## config.mk

```make
export PLATFORM = sky130hd
export DESIGN_NAME = acc_alu
export DESIGN_NICKNAME = d
export VERILOG_FILES = /design/src/rtl/acc_alu_pkg.sv /design/src/rtl/acc_alu_arith.sv /design/src/rtl/acc_alu_logic.sv /design/src/rtl/acc_alu_muldiv.sv /design/src/rtl/acc_alu.sv
export SDC_FILE = /design/constraint.sdc
export NUM_CORES = 1
export LEC_CHECK = 0
export CAP_MARGIN = 20
export CORE_ASPECT_RATIO = 1.2
export CORE_UTILIZATION = 40
export DETAILED_ROUTE_END_ITERATION = 6
export MAX_ROUTING_LAYER = met4
export SETUP_SLACK_MARGIN = 0.1
export SYNTH_ARGS = -nofsm -noshare
export SYNTH_HDL_FRONTEND = slang
export SYNTH_SLANG_ARGS = --single-unit
```

## constraint.sdc

```tcl
create_clock -name clk -period 4.55 [get_ports clk]
set_input_delay 0.6825 -clock clk [delete_from_list [all_inputs] [get_ports clk]]
set_output_delay 0.6825 -clock clk [all_outputs]
set_load 0.005 [all_outputs]
```

## src/rtl/acc_alu_pkg.sv

```systemverilog
package acc_alu_pkg;
  localparam int DW  = 8;
  localparam int OPW = 5;

  typedef enum logic [OPW-1:0] {
    OP_ADD  = 5'd0,  OP_ADDC = 5'd1,  OP_SUBB = 5'd2,  OP_INC  = 5'd3,
    OP_DEC  = 5'd4,  OP_AND  = 5'd5,  OP_OR   = 5'd6,  OP_XOR  = 5'd7,
    OP_CPL  = 5'd8,  OP_CLR  = 5'd9,  OP_RL   = 5'd10, OP_RLC  = 5'd11,
    OP_RR   = 5'd12, OP_RRC  = 5'd13, OP_SWAP = 5'd14, OP_XCHD = 5'd15,
    OP_DA   = 5'd16, OP_MUL  = 5'd17, OP_DIV  = 5'd18
  } alu_op_e;
endpackage

```

## src/rtl/acc_alu_arith.sv

```systemverilog
module acc_alu_arith
  import acc_alu_pkg::*;
(
  input  logic [OPW-1:0] op,
  input  logic [DW-1:0]  a,
  input  logic [DW-1:0]  o,
  input  logic           cy_i,
  input  logic           ac_i,
  input  logic           ov_i,
  output logic [DW-1:0]  res,
  output logic           cy_o,
  output logic           ac_o,
  output logic           ov_o,
  output logic           hit
);
  logic       cin;
  logic [4:0] add_lo, sub_lo;
  logic [7:0] add_mid, sub_mid;
  logic [8:0] add_full, sub_full;
  logic       da_lo_fix, da_hi_fix, da_c1, da_c2;
  logic [8:0] da_t1, da_t2;

  assign cin      = (op == OP_ADDC || op == OP_SUBB) ? cy_i : 1'b0;
  assign add_lo   = {1'b0, a[3:0]} + {1'b0, o[3:0]} + {4'd0, cin};
  assign add_mid  = {1'b0, a[6:0]} + {1'b0, o[6:0]} + {7'd0, cin};
  assign add_full = {1'b0, a} + {1'b0, o} + {8'd0, cin};
  assign sub_lo   = {1'b0, a[3:0]} - {1'b0, o[3:0]} - {4'd0, cin};
  assign sub_mid  = {1'b0, a[6:0]} - {1'b0, o[6:0]} - {7'd0, cin};
  assign sub_full = {1'b0, a} - {1'b0, o} - {8'd0, cin};

  // two-step decimal correction
  assign da_lo_fix = (a[3:0] > 4'd9) || ac_i;
  assign da_t1     = {1'b0, a} + (da_lo_fix ? 9'h006 : 9'h000);
  assign da_c1     = cy_i | da_t1[8];
  assign da_hi_fix = (da_t1[7:4] > 4'd9) || da_c1;
  assign da_t2     = {1'b0, da_t1[7:0]} + (da_hi_fix ? 9'h060 : 9'h000);
  assign da_c2     = da_c1 | da_t2[8];

  always_comb begin
    res  = a;
    cy_o = cy_i;
    ac_o = ac_i;
    ov_o = ov_i;
    hit  = 1'b1;
    case (op)
      OP_ADD, OP_ADDC: begin
        res  = add_full[7:0];
        cy_o = add_full[8];
        ac_o = add_lo[4];
        ov_o = add_mid[7] ^ add_full[8];
      end
      OP_SUBB: begin
        res  = sub_full[7:0];
        cy_o = sub_full[8];
        ac_o = sub_lo[4];
        ov_o = sub_mid[7] ^ sub_full[8];
      end
      OP_DA: begin
        res  = da_t2[7:0];
        cy_o = da_c2;
      end
      default: hit = 1'b0;
    endcase
  end
endmodule

```

## src/rtl/acc_alu_logic.sv

```systemverilog
module acc_alu_logic
  import acc_alu_pkg::*;
(
  input  logic [OPW-1:0] op,
  input  logic [DW-1:0]  a,
  input  logic [DW-1:0]  o,
  input  logic           cy_i,
  output logic [DW-1:0]  res,
  output logic [DW-1:0]  opnd_res,
  output logic           cy_o,
  output logic           hit
);
  localparam int HN = DW / 2;

  always_comb begin
    res      = a;
    opnd_res = o;
    cy_o     = cy_i;
    hit      = 1'b1;
    case (op)
      OP_INC:  res = a + 1'b1;
      OP_DEC:  res = a - 1'b1;
      OP_AND:  res = a & o;
      OP_OR:   res = a | o;
      OP_XOR:  res = a ^ o;
      OP_CPL:  res = ~a;
      OP_CLR:  res = '0;
      OP_RL:   res = {a[DW-2:0], a[DW-1]};
      OP_RR:   res = {a[0], a[DW-1:1]};
      OP_RLC: begin
        res  = {a[DW-2:0], cy_i};
        cy_o = a[DW-1];
      end
      OP_RRC: begin
        res  = {cy_i, a[DW-1:1]};
        cy_o = a[0];
      end
      OP_SWAP: res = {a[HN-1:0], a[DW-1:HN]};
      OP_XCHD: begin
        res      = {a[DW-1:HN], o[HN-1:0]};
        opnd_res = {o[DW-1:HN], a[HN-1:0]};
      end
      default: hit = 1'b0;
    endcase
  end
endmodule

```

## src/rtl/acc_alu_muldiv.sv

```systemverilog
module acc_alu_muldiv #(
  parameter int W = 8
) (
  input  logic         clk,
  input  logic         rst,
  input  logic         go,
  input  logic         is_div,
  input  logic [W-1:0] a,
  input  logic [W-1:0] b,
  output logic         busy,
  output logic         fin,
  output logic [W-1:0] lo,
  output logic [W-1:0] hi
);
  localparam int CW = (W > 2) ? $clog2(W) : 1;

  logic [W-1:0]  acc_hi, acc_lo, opb;
  logic [CW-1:0] cnt;
  logic          mode_div;
  logic [W:0]    mul_sum, trial, trial_sub;
  logic          ge;

  assign mul_sum   = {1'b0, acc_hi} + (acc_lo[0] ? {1'b0, opb} : '0);
  assign trial     = {acc_hi, acc_lo[W-1]};
  assign ge        = trial >= {1'b0, opb};
  assign trial_sub = trial - {1'b0, opb};

  always_ff @(posedge clk) begin
    if (rst) begin
      acc_hi <= '0; acc_lo <= '0; opb <= '0;
      cnt <= '0; mode_div <= 1'b0; busy <= 1'b0; fin <= 1'b0;
    end else begin
      fin <= 1'b0;
      if (go && !busy) begin
        acc_hi   <= '0;
        acc_lo   <= a;
        opb      <= b;
        mode_div <= is_div;
        cnt      <= '0;
        busy     <= 1'b1;
      end else if (busy) begin
        if (mode_div) begin
          acc_hi <= ge ? trial_sub[W-1:0] : trial[W-1:0];
          acc_lo <= {acc_lo[W-2:0], ge};
        end else begin
          acc_hi <= mul_sum[W:1];
          acc_lo <= {mul_sum[0], acc_lo[W-1:1]};
        end
        cnt <= cnt + 1'b1;
        if (cnt == CW'(W - 1)) begin
          busy <= 1'b0;
          fin  <= 1'b1;
        end
      end
    end
  end

  assign lo = acc_lo;
  assign hi = acc_hi;
endmodule

```

## src/rtl/acc_alu.sv

```systemverilog
module acc_alu
  import acc_alu_pkg::*;
(
  input  logic           clk,
  input  logic           rst,
  input  logic           start,
  input  logic [OPW-1:0] op,
  input  logic [DW-1:0]  acc_in,
  input  logic [DW-1:0]  opnd_in,
  input  logic [DW-1:0]  b_in,
  input  logic           cy_in,
  input  logic           ac_in,
  input  logic           ov_in,
  output logic [DW-1:0]  acc_out,
  output logic [DW-1:0]  opnd_out,
  output logic [DW-1:0]  b_out,
  output logic           cy_out,
  output logic           ac_out,
  output logic           ov_out,
  output logic           busy,
  output logic           done
);
  logic [DW-1:0] ar_res, lg_res, lg_opnd, md_lo, md_hi;
  logic          ar_cy, ar_ac, ar_ov, ar_hit, lg_cy, lg_hit;
  logic          md_busy, md_fin, accept, is_md;
  logic [DW-1:0] a_hold, b_hold;
  logic          ac_hold, div_hold;

  assign accept = start && !busy;
  assign is_md  = (op == OP_MUL) || (op == OP_DIV);

  acc_alu_arith u_arith (
    .op(op), .a(acc_in), .o(opnd_in), .cy_i(cy_in), .ac_i(ac_in), .ov_i(ov_in),
    .res(ar_res), .cy_o(ar_cy), .ac_o(ar_ac), .ov_o(ar_ov), .hit(ar_hit)
  );

  acc_alu_logic u_logic (
    .op(op), .a(acc_in), .o(opnd_in), .cy_i(cy_in),
    .res(lg_res), .opnd_res(lg_opnd), .cy_o(lg_cy), .hit(lg_hit)
  );

  acc_alu_muldiv #(.W(DW)) u_muldiv (
    .clk(clk), .rst(rst), .go(accept && is_md), .is_div(op == OP_DIV),
    .a(acc_in), .b(b_in), .busy(md_busy), .fin(md_fin), .lo(md_lo), .hi(md_hi)
  );

  always_ff @(posedge clk) begin
    if (rst) begin
      acc_out <= '0; opnd_out <= '0; b_out <= '0;
      cy_out <= 1'b0; ac_out <= 1'b0; ov_out <= 1'b0;
      busy <= 1'b0; done <= 1'b0;
      a_hold <= '0; b_hold <= '0; ac_hold <= 1'b0; div_hold <= 1'b0;
    end else begin
      done <= 1'b0;
      if (accept && is_md) begin
        busy     <= 1'b1;
        a_hold   <= acc_in;
        b_hold   <= b_in;
        ac_hold  <= ac_in;
        div_hold <= (op == OP_DIV);
      end else if (accept) begin
        done     <= 1'b1;
        b_out    <= b_in;
        opnd_out <= lg_hit ? lg_opnd : opnd_in;
        if (ar_hit) begin
          acc_out <= ar_res; cy_out <= ar_cy; ac_out <= ar_ac; ov_out <= ar_ov;
        end else if (lg_hit) begin
          acc_out <= lg_res; cy_out <= lg_cy; ac_out <= ac_in; ov_out <= ov_in;
        end else begin
          acc_out <= acc_in; cy_out <= cy_in; ac_out <= ac_in; ov_out <= ov_in;
        end
      end else if (md_fin) begin
        busy   <= 1'b0;
        done   <= 1'b1;
        cy_out <= 1'b0;
        ac_out <= ac_hold;
        if (div_hold && (b_hold == '0)) begin
          acc_out <= a_hold;
          b_out   <= b_hold;
          ov_out  <= 1'b1;
        end else begin
          acc_out <= md_lo;
          b_out   <= md_hi;
          ov_out  <= div_hold ? 1'b0 : (md_hi != '0);
        end
      end
    end
  end
endmodule

```

# Yosys cells after proc, flatten, opt, wreduce, memory -nomap -nowiden
# Cells that the tools add are included.
# totals
out_inout_bits,29
register_bits,77
input_bits,35
elab_cells,143
# classes
mux,47
n_eq_ne,20
addsub,19
bitwise_logic,10
reduce_logical,25
order_cmp,3
# op_table
cell,count
$mux W8,14
$pmux W8 S13,1
$eq A5 B4 Y1 const B,8
$pmux W8 S3,1
$mux W1,23
$eq A5 B3 Y1 const B,4
$add A8 B8 Y9,2
$add A8 B9 Y9,2
$eq A5 B5 Y1 const B,3
$reduce_or A13 Y1,1
$eq A5 B2 Y1 const B,2
$add A9 B1 Y9,1
$ge A9 B8 Y1,1
$sub A8 B8 Y9,1
$sub A9 B1 Y9,1
$add A7 B7 Y8,1
$add A8 B1 Y8,1
$add A8 B1 Y8 const B,1
$and A8 B8 Y8,1
$gt A4 B4 Y1 const B,2
$logic_not A8 Y1,1
$mux W4,2
$not A8 Y8,1
$or A8 B8 Y8,1
other kinds (30),48

# Depth between registers and ports, before layout
# depth
word_depth,12
mapped_depth,16

# Hierarchy
# From an unflattened synthesis, not the netlist that was laid out.
# unflattened
cells_unflattened,921
hier_area_um2,7489.7
# modules_own_cells
mod,instances,seq_area_each_um2,cells_per_inst,area_each_um2
acc_alu,1,940.9,265,2423.6
acc_alu_muldiv,1,600.6,257,2122.0
acc_alu_logic,1,0.0,220,1534.0
acc_alu_arith,1,0.0,179,1410.1

# Least setup slack after synthesis
# Ideal clock, no wire load.
# synth_timing
path_type,input to register
startpoint,input port acc_in[3]
endpoint,register cy_out
path_buffers,1
setup_slack_ns,0.570
path_stages,15
t_required_ns,4.419
setup_ns,0.131
t_arrival_ns,3.848
cell_sequence,clkbuf_1 -> o21ai_0 -> nand2b_1 -> ha_1 -> a21oi_1 -> nor2_1 -> or3_1 -> o311ai_0 -> ha_1 -> a21oi_1 -> a31oi_1 -> o21ai_0 -> a21oi_1 -> a2111oi_0 -> o41ai_1
# synth_between
elab_chain_len,12
word_cells_on_any_way,17
# synth_rtl
element,line_no,text
from (decl),acc_alu.sv:8,"input logic [DW-1:0] acc_in,"
$gt A4 B4 Y1,acc_alu_arith.sv:32,assign da_lo_fix = (a[3:0] > 4'd9) || ac_i;
$logic_or A1 B1 Y1,acc_alu_arith.sv:32,
$mux W3,acc_alu_arith.sv:33,"assign da_t1 = {1'b0, a} + (da_lo_fix ? 9'h006 : 9'h000);"
$add A8 B9 Y9,acc_alu_arith.sv:33,
$gt A4 B4 Y1 / $or A1 B1 Y1 (equally long branches),"acc_alu_arith.sv:35, acc_alu_arith.sv:34",
$logic_or A1 B1 Y1,acc_alu_arith.sv:35,assign da_hi_fix = (da_t1[7:4] > 4'd9) || da_c1;
$mux W7,acc_alu_arith.sv:36,"assign da_t2 = {1'b0, da_t1[7:0]} + (da_hi_fix ? 9'h060 : 9'h000);"
$add A8 B9 Y9,acc_alu_arith.sv:36,
$or A1 B1 Y1,acc_alu_arith.sv:37,assign da_c2 = da_c1 | da_t2[8];
$pmux W1 S3 *,acc_alu_arith.sv:45,case (op)
$mux W1 *,acc_alu.sv:65,if (ar_hit) begin
$mux W1 *,acc_alu.sv:61,end else if (accept) begin
to (signal assigned),acc_alu.sv:66,acc_out <= ar_res; cy_out <= ar_cy; ac_out <= ar_ac; ov_out <= ar_ov;
to (signal assigned),acc_alu.sv:68,acc_out <= lg_res; cy_out <= lg_cy; ac_out <= ac_in; ov_out <= ov_in;
to (signal assigned),acc_alu.sv:70,acc_out <= acc_in; cy_out <= cy_in; ac_out <= ac_in; ov_out <= ov_in;
to (decl),acc_alu.sv:17,"output logic cy_out,"
# Mark *: on every way between the ends. The rest lies on a longest branch, timed or not.
# A chain may end at the register's enable or synchronous reset.

# Worst setup path in the final report
# layout_timing
startpoint,input port acc_in[1]
endpoint,register cy_out
# Same word-level chain as after synthesis.

==> impl_results.md <==
- Status: finished, final reports clean
- Clock root buffer: clkbuf_16
- Synth Warn #: 0
- Top-area cell type share of the netlist area: 0.222
- Setup Skew: 8.01 ps
- CP Launch Type: primary input
- RSZ-0062 raised after global routing: no
- I/O Pins: 64
- Vias in the first global route: 6350
- Clock Path Buffers: 2
- HPWL Detailed: 17600 um
- Non-filler instance count after layout: roughly 1200
- WP data arrival: 4320 ps
- Nets: 1054
- Reg clk slew, reported paths: 60 ps
- GRT overflow: 0
- Synth top area cells: dfxtp_1 (22%), ha_1 (10%), a21oi_1 (5.9%)
- Post-route DRC: 0
- Min-Delay Path Class: register to register
- Clock sink total: 77
- Ant diodes: 0
- VDD IR max: 0.195 mV
- Gp weighted congestion: 0.971
- Avg WL per Cell: 19.5 um
- Avg Cell Area, Syn: 7.61 um2
- Initial DRC Count: 510
- Number of synthesized register bits: 77
- Slowest CP cell: clkdlybuf4s50_1
- Fin util: 0.476
- EDFF count, synth: 0
- Buffers added on ports: 63
- Most common flop cell mapped by yosys: dfxtp_1
- TritonRoute pass-1 iters: 6
- Syn Std Cell Area: between 6000 and 7000 um2
- Worst path buffer plus inverter count: 1
- Dominant cell type by area after synthesis: dfxtp_1
- CTS H-tree depth: 3
- Fin crit period: 4130 ps
- Top-count cell post-synth: nand2_1
- Dpl cells: 1157
- Hold_buf cts: 0
- Largest net degree at the start of global routing: between 40 and 50
- Final Cycle Share: 0.907
- Routed WL: 22800 um
- Die area: approximately 18000 um2
- Top cells by count, synth: nand2_1 (106), a21oi_1 (82), dfxtp_1 (77), nor2_1 (77), ha_1 (58)
- MaxCap Viol Count: 0
- Inserted Clock Buffers: 9
- Post-route cell area: 8050 um2
- Count of unique library cells instantiated by Yosys: 77
- CTS tree: yes
- Fin. Hold Viols: 0
- Die W: 122 um
- Rel. slew slack: 0.403
- First-pass GRT wire length: between 30000 and 40000 um
- Synth Instances: 914
- Final setup fails: 0
- Synth Net Count: between 1000 and 1500
- Post-synthesis sequential area ratio: 0.222
- GR Util All Layers: 0.267
- Ordered list of cells on the worst path: clkdlybuf4s50_1 -> o21ai_0 -> nand2b_1 -> ha_1 -> fa_1 -> and3_1 -> o311ai_0 -> o311ai_1 -> ha_1 -> a21oi_1 -> a31oi_1 -> o21ai_0 -> a21oi_1 -> a2111oi_1 -> o41ai_1
- Max Clock Freq: 0.242 GHz
- CP max stage delay: approximately 450 ps
- Crit-path max FO: 3
- Vias: 6918
- DR vias/cell: 5.90
- # fillers: 1774
- Die Y: 146 um
- Async S/R FF share, synth: 0
- Core Rows: 52
- CP top delay family: compound AO/OA/AOI/OAI gates
- Post-DP Area: just under 8000 um2
- Layout area overhead: 15.7%
- Leak: 3.16 nW
- Starting Density: 0.411
- Core area: 16900 um2
- Setup CP Type: primary input to register
- Pins Over Slew Limit: 0
- Pwr/cell area: 252 nW/um2
- Initial antenna violation count: 0
- Least-Margin Pin Slew: 896 ps
- Type of element capturing the critical path: register
- Final ANT Viol Nets: 0
- Share of cells above drive strength 1: 0.0658
- Required time of the worst setup path: approximately 4700 ps
- Clk_lat worst skew: approximately 340 ps
## layout by cell type, fill, tap and decap left out, types with 13 or more instances in the layout
master           netlist  final
o21ai_0               49     49
a21o_1                18     18
nor2_1                77     77
xor2_1                13     13
ha_1                  58     58
a211oi_1              19     19
clkdlybuf4s50_1        0     62
nand2b_1              14     14
nand2_1              106    106
mux2i_1               24     24
buf_4                  5     24
xnor2_1               18     18
nor3_1                22     22
inv_1                 47     47
dfxtp_1               77     77
a21oi_1               82     82
a221oi_1              14     14
a31oi_1               16     16
nand3_1               16     16
## final cells by class
class | count | area, um2 | share of cell area
multi-input combinational | 730 | 4960 | 0.616
inverter | 47 | 176 | 0.0219
clock inverter | 6 | 71.3 | 0.00886
sequential | 77 | 1540 | 0.191
tap | 216 | 270 | 0.0336
timing repair buffer | 87 | 806 | 0.100
clock buffer | 10 | 229 | 0.0284
## metal layers
layer | wire length, um | share of wire | GRT usage
met2 | 11100 | 0.49 | 0.429
met1 | 9490 | 0.42 | 0.319
met5 | 0 | 0 | -
met3 | 1090 | 0.048 | 0.0383
met4 | 1170 | 0.051 | 0.137
## through the flow
stage	TNS [ps]	setup slack (ps)	hold slack (ps)	power, W
floorplan	0	570	434	0.00110
global placement	-66.0	-66.0	441	0.00131
detailed placement	-72.5	-72.5	446	0.00131
CTS	0	270	454	0.00204
global route	0	132	466	0.00213
finish	0	423	454	0.00203
## path summary, 6_finish.rpt
| kind | start | to | slack [ps] | cells after the start |
|---|---|---|---|---|
| hold / removal | a_hold[0] | a_hold[0] | 450 | 2 |
| setup / recovery | acc_in[1] | cy_out | 420 | 15 |
| setup reg to reg | busy | ov_out | 1990 | 8 |
| hold reg to reg | a_hold[0] | a_hold[0] | 450 | 2 |
## power breakdown
part / switching, W / total [W] / internal [W]
Combinational: 0.000331 / 0.000576 / 0.000245
Clock: 0.000295 / 0.000725 / 0.000430
Sequential: 0.0000251 / 0.000727 / 0.000702
Total: 0.000651 / 0.00203 / 0.00138
## worst min-delay path, delay by kind of cell (launching register included)
kind | cells | cell delay, ps
AOI/OAI and AO/OA | 1 | 50
DFF | 1 | 310
and+or+nand+nor | 1 | 50
## sequential cells by signal (all words and copies together) (netlist names), 8 cells and up
signal        cells
u_muldiv.lo       8
opnd_out          8
a_hold            8
u_muldiv.opb      8
b_out             8
acc_out           8
b_hold            8
u_muldiv.hi       8
## logic make-up after synthesis
| logic type | after synthesis | synth area share |
|---|---|---|
| buffers and inverters | 107 | 0.0662 |
| muxes | 30 | 0.0442 |
| adders and majority gates | 68 | 0.132 |
| xor gates and xnor gates | 31 | 0.0390 |
| AOI/OAI and AO/OA | 281 | 0.270 |
| DFF | 77 | 0.222 |
| and+or+nand+nor | 320 | 0.228 |
## what timing repair did
item	CTS	global route
setup buffers	0	0
setup endpoints to repair	0	2
resized for setup	0	2
Note: power is estimated with default switching activity, not from simulation.
